**src/rtl/glue_pkg.sv**
```systemverilog
package glue_pkg;
    localparam int ADDR_W = 10;
    localparam int OFF_W  = 3;
    localparam int SEL_W  = ADDR_W - OFF_W;
    localparam int DATA_W = 8;
    localparam int KEY_N  = 4;

    localparam logic [OFF_W-1:0] OFF_CTL_DATA = 3'd0;
    localparam logic [OFF_W-1:0] OFF_CTL_CMD  = 3'd1;
    localparam logic [OFF_W-1:0] OFF_STATUS   = 3'd2;
    localparam logic [OFF_W-1:0] OFF_CONTROL  = 3'd3;

    localparam int BIT_SUSP = 6;
    localparam int BIT_IEN  = 7;

    typedef enum logic [2:0] {
        ST_IDLE,
        ST_RD_DATA,
        ST_RD_PORT,
        ST_WR_DATA,
        ST_WR_CMD,
        ST_WR_PORT,
        ST_HOLD
    } bus_state_t;
endpackage

```
**src/rtl/glue_addr_dec.sv**
```systemverilog
module glue_addr_dec
    import glue_pkg::*;
#(
    parameter int AW = ADDR_W,
    parameter int OW = OFF_W
) (
    input  logic [AW-1:0]    addr,
    input  logic [AW-OW-1:0] sw,
    output logic             hit,
    output logic [OW-1:0]    offset
);
    always_comb begin
        hit    = (addr[AW-1:OW] == sw);
        offset = addr[OW-1:0];
    end
endmodule

```
**src/rtl/glue_bus_fsm.sv**
```systemverilog
module glue_bus_fsm
    import glue_pkg::*;
#(
    parameter int OW = OFF_W
) (
    input  logic          clk,
    input  logic          rst,
    input  logic          hit,
    input  logic [OW-1:0] offset,
    input  logic          ior_n,
    input  logic          iow_n,
    output bus_state_t    state,
    output logic          ctl_rd_n,
    output logic          ctl_wr_n,
    output logic          ctl_a0,
    output logic          rd_data,
    output logic          rd_port,
    output logic          ld_port
);
    bus_state_t nxt;

    always_ff @(posedge clk) begin
        if (rst) state <= ST_IDLE;
        else     state <= nxt;
    end

    always_comb begin
        nxt = state;
        unique case (state)
            ST_IDLE: begin
                if (hit && !ior_n && iow_n) begin
                    if (offset == OFF_CTL_DATA)    nxt = ST_RD_DATA;
                    else if (offset == OFF_STATUS) nxt = ST_RD_PORT;
                    else                           nxt = ST_HOLD;
                end else if (hit && ior_n && !iow_n) begin
                    if (offset == OFF_CTL_DATA)     nxt = ST_WR_DATA;
                    else if (offset == OFF_CTL_CMD) nxt = ST_WR_CMD;
                    else if (offset == OFF_CONTROL) nxt = ST_WR_PORT;
                    else                            nxt = ST_HOLD;
                end
            end
            ST_RD_DATA, ST_RD_PORT, ST_WR_DATA, ST_WR_CMD, ST_WR_PORT, ST_HOLD: begin
                if (ior_n && iow_n) nxt = ST_IDLE;
            end
            default: nxt = ST_IDLE;
        endcase
    end

    always_comb begin
        ctl_rd_n = 1'b1;
        ctl_wr_n = 1'b1;
        ctl_a0   = 1'b0;
        rd_data  = 1'b0;
        rd_port  = 1'b0;
        ld_port  = 1'b0;
        unique case (state)
            ST_RD_DATA: begin ctl_rd_n = 1'b0; rd_data = 1'b1; end
            ST_RD_PORT: rd_port = 1'b1;
            ST_WR_DATA: ctl_wr_n = 1'b0;
            ST_WR_CMD:  begin ctl_wr_n = 1'b0; ctl_a0 = 1'b1; end
            ST_WR_PORT: ld_port = 1'b1;
            ST_IDLE, ST_HOLD: ;
            default: ;
        endcase
    end

    AST_RD_FOLLOWS_IOR: assert property (@(posedge clk) disable iff (rst)
        !ctl_rd_n |-> $past(!ior_n) || $past(!ctl_rd_n));
    AST_WR_FOLLOWS_IOW: assert property (@(posedge clk) disable iff (rst)
        $rose(!ctl_wr_n) |-> $past(!iow_n));
    AST_ONE_CTL_STROBE: assert property (@(posedge clk) disable iff (rst)
        !(!ctl_rd_n && !ctl_wr_n));
    AST_STRB_RELEASE: assert property (@(posedge clk) disable iff (rst)
        ($past(ior_n) && $past(iow_n)) |-> (ctl_rd_n && ctl_wr_n && !ld_port));
endmodule

```
**src/rtl/glue_port_regs.sv**
```systemverilog
module glue_port_regs
    import glue_pkg::*;
#(
    parameter int DW = DATA_W,
    parameter int KN = KEY_N
) (
    input  logic          clk,
    input  logic          rst,
    input  logic          ld_port,
    input  logic [DW-1:0] din,
    input  logic          int_n,
    output logic [KN-1:0] leds,
    output logic          susp_force,
    output logic          irq
);
    logic [KN-1:0] led_q;
    logic          susp_q;
    logic          ien_q;

    always_ff @(posedge clk) begin
        if (rst) begin
            led_q  <= '0;
            susp_q <= 1'b0;
            ien_q  <= 1'b0;
        end else if (ld_port) begin
            led_q  <= din[KN-1:0];
            susp_q <= din[BIT_SUSP];
            ien_q  <= din[BIT_IEN];
        end
    end

    always_comb begin
        leds       = led_q;
        susp_force = susp_q;
        irq        = ien_q & ~int_n;
    end

    AST_PORT_HOLDS: assert property (@(posedge clk) disable iff (rst)
        !$past(ld_port) |-> $stable(led_q) && $stable(susp_q) && $stable(ien_q));
    AST_IRQ_NEEDS_INT: assert property (@(posedge clk) disable iff (rst)
        irq |-> !int_n);
endmodule

```
**src/rtl/isa_usb_glue.sv**
```systemverilog
module isa_usb_glue
    import glue_pkg::*;
#(
    parameter int AW = ADDR_W,
    parameter int DW = DATA_W,
    parameter int KN = KEY_N
) (
    input  logic             clk,
    input  logic             rst,
    input  logic [AW-1:0]    isa_addr,
    input  logic             isa_ior_n,
    input  logic             isa_iow_n,
    input  logic [AW-OFF_W-1:0] base_sw,
    input  logic [DW-1:0]    isa_din,
    output logic [DW-1:0]    isa_dout,
    output logic             isa_doe,
    output logic             brd_sel_n,
    output logic             ctl_rd_n,
    output logic             ctl_wr_n,
    output logic             ctl_a0,
    input  logic [DW-1:0]    ctl_rdata,
    input  logic             ctl_int_n,
    input  logic             ctl_susp_pin,
    input  logic             vbus_ok,
    input  logic [KN-1:0]    keys_n,
    output logic [KN-1:0]    leds,
    output logic             susp_force,
    output logic             isa_irq
);
    localparam int PAD_W = DW - KN - 3;

    logic             hit;
    logic [OFF_W-1:0] offset;
    bus_state_t       state;
    logic             rd_data, rd_port, ld_port;
    logic [DW-1:0]    status_word;

    glue_addr_dec #(.AW(AW), .OW(OFF_W)) u_dec (
        .addr(isa_addr), .sw(base_sw), .hit(hit), .offset(offset)
    );

    glue_bus_fsm #(.OW(OFF_W)) u_fsm (
        .clk(clk), .rst(rst), .hit(hit), .offset(offset),
        .ior_n(isa_ior_n), .iow_n(isa_iow_n), .state(state),
        .ctl_rd_n(ctl_rd_n), .ctl_wr_n(ctl_wr_n), .ctl_a0(ctl_a0),
        .rd_data(rd_data), .rd_port(rd_port), .ld_port(ld_port)
    );

    glue_port_regs #(.DW(DW), .KN(KN)) u_regs (
        .clk(clk), .rst(rst), .ld_port(ld_port), .din(isa_din),
        .int_n(ctl_int_n), .leds(leds), .susp_force(susp_force), .irq(isa_irq)
    );

    always_comb begin
        status_word = {ctl_int_n, ctl_susp_pin, vbus_ok, {PAD_W{1'b0}}, keys_n};
        brd_sel_n   = ~hit;
        isa_doe     = rd_data | rd_port;
        isa_dout    = rd_data ? ctl_rdata : (rd_port ? status_word : '0);
    end

    AST_OE_NEEDS_READ: assert property (@(posedge clk) disable iff (rst)
        isa_doe |-> (state == ST_RD_DATA || state == ST_RD_PORT) && $past(!isa_ior_n));
    AST_IDLE_QUIET: assert property (@(posedge clk) disable iff (rst)
        (state == ST_IDLE) |-> (!isa_doe && ctl_rd_n && ctl_wr_n));
endmodule

```
**config.mk**
```make
export PLATFORM = sky130hd
export DESIGN_NAME = isa_usb_glue
export DESIGN_NICKNAME = d
export VERILOG_FILES = /design/src/rtl/glue_pkg.sv /design/src/rtl/glue_addr_dec.sv /design/src/rtl/glue_bus_fsm.sv /design/src/rtl/glue_port_regs.sv /design/src/rtl/isa_usb_glue.sv
export SDC_FILE = /design/constraint.sdc
export NUM_CORES = 1
export LEC_CHECK = 0
export BUFFER_PORTS_ARGS = -buffer_cell sky130_fd_sc_hd__buf_2
export CORE_AREA = 2 2 56 58
export CTS_CLUSTER_SIZE = 20
export DETAILED_ROUTE_END_ITERATION = 10
export DIE_AREA = 0 0 58 60
export GPL_TIMING_DRIVEN = 0
export HOLD_SLACK_MARGIN = 0.15
export PLACE_DENSITY_LB_ADDON = 0.15
export SYNTH_ARGS = -nofsm -noshare
export SYNTH_HDL_FRONTEND = slang
export SYNTH_SLANG_ARGS = --single-unit
```
**constraint.sdc**
```tcl
create_clock -name clk -period 1.9 [get_ports clk]
set_input_delay 0.095 -clock clk [delete_from_list [all_inputs] [get_ports clk]]
set_output_delay 0.095 -clock clk [all_outputs]
set_load 0.005 [all_outputs]
```
==> impl_metrics.prom, run 1 <==
# TYPE chip_impl_metric gauge
chip_impl_metric{name="fmax",unit="GHz"} 0.580
chip_impl_metric{name="stdcell_area",unit="sq um"} 1130
chip_impl_metric{name="hold_path_depth",unit=""} 4
chip_impl_metric{name="synthesis.nets",unit=""} 144
chip_impl_info{name="timing.rr.end",value="u_fsm.state[0]$_SDFFE_PP0P_"} 1
chip_impl_metric{name="drt_wl_total",unit="um"} 2140
chip_impl_info{name="clk_root_buffer_cell",value="clkbuf_4"} 1
chip_impl_metric{name="worst_ir_drop_vdd",unit="mV"} 0.269
chip_impl_metric{name="grt.overflow.total",unit=""} 0
chip_impl_info{name="crit-reg2reg-launch",value="u_fsm.state[0]$_SDFFE_PP0P_"} 1
chip_impl_metric{name="clock_h_tree_levels",unit=""} 1
chip_impl_metric{name="synth.ff_latch_count",unit=""} 9
chip_impl_metric{name="crit_required",unit="ns"} 1.80
chip_impl_metric{name="first_global_vias",unit=""} 825
chip_impl_metric{name="finalHoldViolations",unit=""} 0
chip_impl_metric{name="detailedRoute.firstIterationViolations",unit=""} 19
chip_impl_metric{name="timing.max_slew.rel_slack",unit="%"} 69.5
chip_impl_info{name="critical_path_cell_list",value="and2b_1 > clkbuf_2 > a22oi_1 > nor2_1 > buf_2"} 1
chip_impl_metric{name="rr_worst_depth",unit=""} 6
chip_impl_metric{name="antennaDiodeCount",unit=""} 0
chip_impl_metric{name="initial_utilization",unit="%"} 24.3
chip_impl_metric{name="routed-via-count",unit=""} 950
chip_impl_info{name="timing.critical_path.to_type",value="primary output"} 1
chip_impl_metric{name="holdWs",unit="ns"} 0.188
chip_impl_metric{name="clock_insertion_delay_worst_skew",unit="ns"} 0.26
chip_impl_metric{name="power.static_leakage",unit="nW"} 0.546
chip_impl_metric{name="max_cap_viol_count",unit=""} 0
chip_impl_metric{name="ys_warn_count",unit=""} 0
chip_impl_metric{name="cts.reportedPaths.clkPinSlew",unit="ns"} 0.06
chip_impl_metric{name="cp_max_fo",unit=""} 10
chip_impl_metric{name="grt_antenna_before_repair",unit=""} 0
chip_impl_metric{name="cts_setup_buffers",unit=""} 0
chip_impl_metric{name="grt_start_max_net_pins",unit=""} 11
chip_impl_info{name="worstHoldEndpoint",value="u_fsm.state[0]$_SDFFE_PP0P_"} 1
chip_impl_metric{name="groute.usage.overall",unit="%"} 12.0
chip_impl_metric{name="drv_slew",unit=""} 0
chip_impl_metric{name="synthDominantCellAreaShare",unit="%"} 25.6
chip_impl_metric{name="die_y",unit="um"} 60
chip_impl_metric{name="r2r_setup_slack",unit="ns"} 0.35
chip_impl_metric{name="antenna_violating_nets_post_route",unit=""} 0
chip_impl_metric{name="setup_violations",unit=""} 0
chip_impl_metric{name="cts_inserted_buffers",unit=""} 3
chip_impl_info{name="setup.worst_path.start_class",value="flip-flop"} 1
chip_impl_metric{name="synth.cell_area",unit="sq um"} 704
chip_impl_info{name="cts_tree",value="done"} 1
chip_impl_metric{name="powerDensity",unit="nW/um^2"} 418
chip_impl_metric{name="gp_routability_congestion",unit=""} 0.758
chip_impl_metric{name="die-width",unit="um"} 58
chip_impl_info{name="timing.hold.worst.start",value="isa_addr[2]"} 1
chip_impl_info{name="layout_commonest_cell",value="buf_2"} 1
chip_impl_metric{name="synth.avg_cell_area",unit="sq um"} 7.04
chip_impl_metric{name="grt_pass1_wl",unit="um"} 3260
chip_impl_info{name="critical_path.slowest_cell",value="dfxtp_1"} 1
chip_impl_metric{name="worst_slew_pin_slew",unit="ns"} 0.457
chip_impl_metric{name="timing.critical_path.slowest_cell_delay",unit="ns"} 0.47
chip_impl_metric{name="detailedRoute.firstPassIterationCount",unit=""} 4
chip_impl_metric{name="finalClockSkew",unit="ns"} 0.000644
chip_impl_metric{name="drt-wirelength-per-cell",unit="um"} 10.6
chip_impl_metric{name="final_nets",unit=""} 214
chip_impl_metric{name="syn_inst",unit=""} 100
chip_impl_metric{name="placed_area",unit="sq um"} 1040
chip_impl_metric{name="route.detailed.vias_per_inst",unit=""} 4.70
chip_impl_metric{name="min_period_over_period",unit="%"} 90.7
chip_impl_metric{name="core.rowCount",unit=""} 20
chip_impl_info{name="run_status",value="complete, no violations"} 1
chip_impl_info{name="yosys.area.top_type",value="dfxtp_1"} 1
chip_impl_metric{name="drive_above_1_share",unit="%"} 40.8
chip_impl_metric{name="cts_sinks",unit=""} 9
chip_impl_metric{name="io_pins",unit=""} 63
chip_impl_info{name="synth_area_leaders",value="dfxtp_1, xor2_1, a22oi_1, nand2_1, nor2_1"} 1
chip_impl_metric{name="layout-area-overhead-vs-synth",unit="%"} 60.2
chip_impl_metric{name="maximum_clock_path_buffer_count",unit=""} 2
chip_impl_info{name="worst-setup-path-type",value="flip-flop to primary output"} 1
chip_impl_info{name="grt_setup_unrepaired",value="false"} 1
chip_impl_metric{name="drc",unit=""} 0
chip_impl_metric{name="post_synth_num_cell_types",unit=""} 31
chip_impl_metric{name="arrival",unit="ns"} 1.63
chip_impl_metric{name="dpl.hpwl",unit="um"} 1730
chip_impl_info{name="holdCritPathClass",value="primary input to flip-flop"} 1
chip_impl_metric{name="core_region_area",unit="sq um"} 2900
chip_impl_metric{name="finalWorstPathRequiredPeriod",unit="ns"} 1.72
chip_impl_metric{name="die_area",unit="sq um"} 3480
chip_impl_metric{name="ys_seq_area_share",unit="%"} 25.6
chip_impl_metric{name="place.port_buffers",unit=""} 59
chip_impl_info{name="final_cell_mix",value="buf_2, nand2_1, nor2_1"} 1
chip_impl_metric{name="fin_setup_tns",unit="ns"} 0
[synthesized netlist by cell type (all sizes together)]
| library cell | instances |
|---|---|
| o211ai | 2 |
| dfxtp | 9 |
| and2 | 1 |
| a31oi | 1 |
| clkbuf | 4 |
| a2bb2oi | 1 |
| or3b | 1 |
| a21oi | 9 |
| nand2b | 2 |
| inv | 2 |
| a221oi | 1 |
| and3 | 1 |
| nand2 | 14 |
| and2b | 1 |
| nor3 | 4 |
| buf | 2 |
| or3 | 2 |
| o22ai | 1 |
| nor2b | 3 |
| nor2 | 11 |
| nand3 | 8 |
| o21ba | 1 |
| a22oi | 7 |
| o21ai | 2 |
| o31ai | 1 |
| xor2 | 8 |
| nor4 | 1 |
[layout make-up]
cell class,instances,area (sq um)
buffer,6,25.0
clock buffer,4,26.3
fill,319,1770
inverter,2,7.51
multi-input combinational,83,493
sequential,9,180
tap,33,41.3
timing repair buffer,65,355
[state kept, by name, indices dropped and copies added (netlist names)]
| signal | count |
|---|---|
| u_regs.leds | 4 |
| u_fsm.state | 3 |
| u_regs.ien_q | 1 |
| u_regs.susp_force | 1 |
[worst max path at each step]
| stage | from | end | slack (ns) | cells past startpoint |
|---|---|---|---|---|
| 6_report | u_fsm.state[1]$_SDFFE_PP0P_ | isa_dout[3] | 0.18 | 5 |
| 3_3_place_gp | u_fsm.state[0]$_SDFFE_PP0P_ | u_fsm.state[0]$_SDFFE_PP0P_ | 0.36 | 5 |
| 4_1_cts | u_fsm.state[0]$_SDFFE_PP0P_ | isa_dout[5] | 0.05 | 6 |
| 5_1_grt | u_fsm.state[1]$_SDFFE_PP0P_ | isa_dout[3] | 0.05 | 5 |
| 2_1_floorplan | u_fsm.state[0]$_SDFFE_PP0P_ | u_fsm.state[0]$_SDFFE_PP0P_ | 0.52 | 5 |
| 3_5_place_dp | u_fsm.state[0]$_SDFFE_PP0P_ | isa_dout[5] | 0.34 | 6 |
[kinds of logic after synthesis]
kind of cell | Yosys count | synth area share, %
buffers and inverters | 8 | 4.44
and+or+nand+nor | 49 | 35.3
xor gates and xnor gates | 8 | 9.95
AOI/OAI and AO/OA | 26 | 24.7
DFF | 9 | 25.6
[power by group]
| group | switching, W | total, W | internal [W] | leakage (nW) |
|---|---|---|---|---|
| clock network | 0.0000674 | 0.000148 | 0.0000810 | 0.0150 |
| logic | 0.0000613 | 0.000132 | 0.0000705 | 0.459 |
| registers | 0.00000134 | 0.000192 | 0.000191 | 0.0725 |
| total | 0.000130 | 0.000472 | 0.000342 | 0.546 |
[timing repair]
| item | in CTS | in global routing |
|---|---|---|
| hold buffers | 6 | 0 |
| hold endpoints to repair | 6 | 0 |
| gates resized for setup | 0 | 2 |
| endpoints found under the setup margin | 0 | 3 |
[routing by layer]
| metal | wire length, um | GRT usage, % | vias to the layer above | share of wire, % |
|---|---|---|---|---|
| li1 | - | - | 490 | - |
| met1 | 927 | 12.9 | 427 | 43 |
| met2 | 1080 | 21.9 | 31 | 50 |
| met3 | 120 | 4.33 | 2 | 5.6 |
| met4 | 10 | 3.99 | 0 | 0.47 |
| met5 | 0 | 0 | - | 0 |
[through the flow]
stage               util [%]  worst slack [ns]  std cells  total power [W]
finish                  38.9             0.177        202         0.000472
global route            38.9            0.0460        202         0.000501
detailed placement      35.9             0.345        192         0.000319
global placement        35.9             0.358        192         0.000316
floorplan                  -             0.516        100         0.000255
CTS                     38.8            0.0450        202         0.000479
[worst max-delay path, delay by kind of cell (launching register included)]
family | cells | cell delay (ns)
flip-flops | 1 | 0.47
buffers and inverters | 2 | 0.35
AND/OR/NAND/NOR | 2 | 0.34
AO/OA/AOI/OAI | 1 | 0.21
No activity file was read; power rests on OpenSTA's default activity.
==> inputs of run 2 (changes only) <==
- CTS_BUF_LIST: unset -> sky130_fd_sc_hd__clkbuf_4 sky130_fd_sc_hd__clkbuf_8
- RECOVER_POWER: unset -> 25
- clock period: 1.9 -> 1.75 ns (I/O delays scaled with it)
==> run 2 against run 1 <==
Hold slack got worse by 0.0076 ns. Critical path depth rose by 1. Count of clock-buffer cells in the layout stayed put. Worst setup slack lost 0.051 ns. Largest cell class unchanged. Non-clock buffer count did not move. Sequential cell count unchanged. Die area is the same. Clock power up 20%. Design area is 0.22% lower. Wire length increased by 0.75%. Total power grew 12%. Combinational power rose by 8%.
==> impl_metrics.prom, run 2 (synthesized netlist as in run 1, its figures left out) <==
# TYPE chip_impl_metric gauge
chip_impl_metric{name="place.port_buffers",unit=""} 59
chip_impl_metric{name="max_cap_viol_count",unit=""} 0
chip_impl_metric{name="fin_setup_tns",unit="ns"} 0
chip_impl_metric{name="grt.overflow.total",unit=""} 0
chip_impl_metric{name="fmax",unit="GHz"} 0.616
chip_impl_metric{name="largest_register_ff_count",unit=""} 4
chip_impl_metric{name="layout-area-overhead-vs-synth",unit="%"} 59.9
chip_impl_metric{name="placed_cells_incl_taps",unit=""} 192
chip_impl_metric{name="share_clk_of_total_power",unit="%"} 33.7
chip_impl_info{name="holdCritPathClass",value="primary input to flip-flop"} 1
chip_impl_metric{name="initial_utilization",unit="%"} 24.3
chip_impl_metric{name="cts_inserted_buffers",unit=""} 3
chip_impl_metric{name="drt-wirelength-per-cell",unit="um"} 10.7
chip_impl_metric{name="dpl.hpwl",unit="um"} 1730
chip_impl_metric{name="rr_worst_depth",unit=""} 6
chip_impl_metric{name="final_nets",unit=""} 214
chip_impl_info{name="critical_path.startpoint",value="u_fsm.state[0]$_SDFFE_PP0P_"} 1
chip_impl_metric{name="route.detailed.vias_per_inst",unit=""} 4.70
chip_impl_metric{name="worst_ir_drop_vdd",unit="mV"} 0.296
chip_impl_metric{name="final_core_utilization",unit="%"} 38.8
chip_impl_info{name="setup.worst_path.start_class",value="flip-flop"} 1
chip_impl_metric{name="drc",unit=""} 0
chip_impl_metric{name="antenna_violating_nets_post_route",unit=""} 0
chip_impl_metric{name="detailedRoute.firstIterationViolations",unit=""} 17
chip_impl_metric{name="clock_insertion_delay_worst_skew",unit="ns"} 0.26
chip_impl_info{name="final_cell_mix",value="buf_2, nand2_1, nor2_1"} 1
chip_impl_metric{name="finalWorstPathRequiredPeriod",unit="ns"} 1.62
chip_impl_metric{name="cts_sinks",unit=""} 9
chip_impl_metric{name="core.rowCount",unit=""} 20
chip_impl_metric{name="first_global_vias",unit=""} 827
chip_impl_info{name="clk_root_buffer_cell",value="clkbuf_4"} 1
chip_impl_metric{name="cp_max_fo",unit=""} 10
chip_impl_metric{name="power.share.sequential",unit="%"} 39.5
chip_impl_info{name="worst-setup-path-type",value="flip-flop to primary output"} 1
chip_impl_metric{name="grt_pass1_wl",unit="um"} 3260
chip_impl_metric{name="final_non_filler_cell_total",unit=""} 202
chip_impl_metric{name="detailedRoute.firstPassIterationCount",unit=""} 4
chip_impl_metric{name="finalClockSkew",unit="ns"} 0.00200
chip_impl_info{name="timing.hold.worst.start",value="isa_addr[2]"} 1
chip_impl_metric{name="powerDensity",unit="nW/um^2"} 469
chip_impl_metric{name="antennaDiodeCount",unit=""} 0
chip_impl_metric{name="min_period_over_period",unit="%"} 92.8
chip_impl_metric{name="io_pins",unit=""} 63
chip_impl_metric{name="arrival",unit="ns"} 1.54
chip_impl_metric{name="combinational_share_of_power",unit="%"} 26.8
chip_impl_metric{name="clock_h_tree_levels",unit=""} 1
chip_impl_metric{name="die-width",unit="um"} 58
chip_impl_metric{name="die_area",unit="sq um"} 3480
chip_impl_metric{name="grt_start_max_net_pins",unit=""} 11
chip_impl_metric{name="internal_power",unit="W"} 0.000387
chip_impl_metric{name="routed-via-count",unit=""} 949
chip_impl_info{name="grt_setup_unrepaired",value="false"} 1
chip_impl_metric{name="setup_violations",unit=""} 0
chip_impl_metric{name="drv_slew",unit=""} 0
chip_impl_metric{name="core_region_area",unit="sq um"} 2900
chip_impl_info{name="run_status",value="complete, no violations"} 1
chip_impl_metric{name="worst_slew_pin_slew",unit="ns"} 0.456
chip_impl_metric{name="power.switching_fraction",unit="%"} 26.7
chip_impl_metric{name="finalHoldViolations",unit=""} 0
chip_impl_metric{name="switching_power",unit="W"} 0.000141
chip_impl_metric{name="grt_antenna_before_repair",unit=""} 0
chip_impl_metric{name="drive_above_1_share",unit="%"} 39.6
chip_impl_metric{name="timing.max_slew.rel_slack",unit="%"} 69.6
chip_impl_info{name="layout_commonest_cell",value="buf_2"} 1
chip_impl_metric{name="final.fill_count",unit=""} 320
chip_impl_metric{name="post-place-ws",unit="ns"} 0.202
chip_impl_info{name="cts_tree",value="done"} 1
chip_impl_info{name="timing.critical_path.to_type",value="primary output"} 1
chip_impl_metric{name="die_y",unit="um"} 60
chip_impl_metric{name="cts.reportedPaths.clkPinSlew",unit="ns"} 0.06
chip_impl_metric{name="report.power.total",unit="W"} 0.000528
chip_impl_metric{name="crit_required",unit="ns"} 1.66
chip_impl_info{name="crit-reg2reg-launch",value="u_fsm.state[0]$_SDFFE_PP0P_"} 1
chip_impl_metric{name="drt_wl_total",unit="um"} 2150
chip_impl_metric{name="hold_path_depth",unit=""} 4
chip_impl_metric{name="groute.usage.overall",unit="%"} 12.0
chip_impl_metric{name="power.static_leakage",unit="nW"} 0.532
chip_impl_metric{name="gp_routability_congestion",unit=""} 0.758
chip_impl_metric{name="maximum_clock_path_buffer_count",unit=""} 2
chip_impl_metric{name="final_critical_path_setup_slack",unit="ns"} 0.126
==> run 2: cell types whose count changed in the layout (fill, tap and decap cells not counted), sizes merged <==
cell    previous run  this run
clkbuf             8        12
buf               61        57
==> run 2: area by class of cell <==
class	instances	area (sq um)	share of cell area, %
sequential	9	181	16.1
buffer	6	27.5	2.44
clock buffer	4	30.0	2.67
timing repair buffer	65	350	31.1
multi-input combinational	83	488	43.3
tap	33	41.3	3.67
inverter	2	7.51	0.667
==> run 2: path summary, 6_finish.rpt <==
path                                 endpoint  slack (ns)
setup / recovery                  isa_dout[3]        0.13
hold / removal    u_fsm.state[0]$_SDFFE_PP0P_        0.18
setup reg to reg  u_fsm.state[0]$_SDFFE_PP0P_        0.19
hold reg to reg   u_regs.leds[1]$_SDFFE_PP0N_        0.45
==> run 2: metrics by stage <==
stage	hold WS [ns]	cell area, sq um
finish	0.181	1130
global route	0.211	1130
CTS	0.173	1130
detailed placement	0.369	1040
global placement	0.360	1040
floorplan	0.205	704
==> run 2: worst max-delay path, stage by stage (launching register included) <==
cell	delay, ns
dfxtp_1	0.29
buf_2	0.16
and2b_2	0.25
clkbuf_4	0.19
a22oi_1	0.19
nor2_1	0.06
buf_2	0.14
==> run 2: power by group through the flow <==
stage | logic (W) | registers (W) | clock network (W)
floorplan | 0.0000638 | 0.000213 | 0
global placement | 0.000131 | 0.000213 | 0
detailed placement | 0.000134 | 0.000213 | 0
CTS | 0.000145 | 0.000208 | 0.000184
global route | 0.000158 | 0.000209 | 0.000192
finish | 0.000142 | 0.000208 | 0.000178
==> run 2: repair_timing <==
| item | CTS | global route |
|---|---|---|
| hold endpoints to repair | 6 | 0 |
| pin swaps | 0 | 0 |
| gates cloned | 0 | 0 |
| buffers inserted | 0 | 0 |
| resized for setup | 1 | 4 |
| hold buffers | 6 | 0 |
| setup endpoints to repair | 4 | 7 |
==> run 2: layer usage <==
| metal | vias up | global-route usage [%] | share of wire, % |
|---|---|---|---|
| li1 | 489 | - | - |
| met1 | 429 | 12.9 | 44 |
| met2 | 29 | 21.9 | 50 |
| met3 | 2 | 4.33 | 5.6 |
| met4 | 0 | 3.99 | 0.46 |
| met5 | - | 0 | 0 |
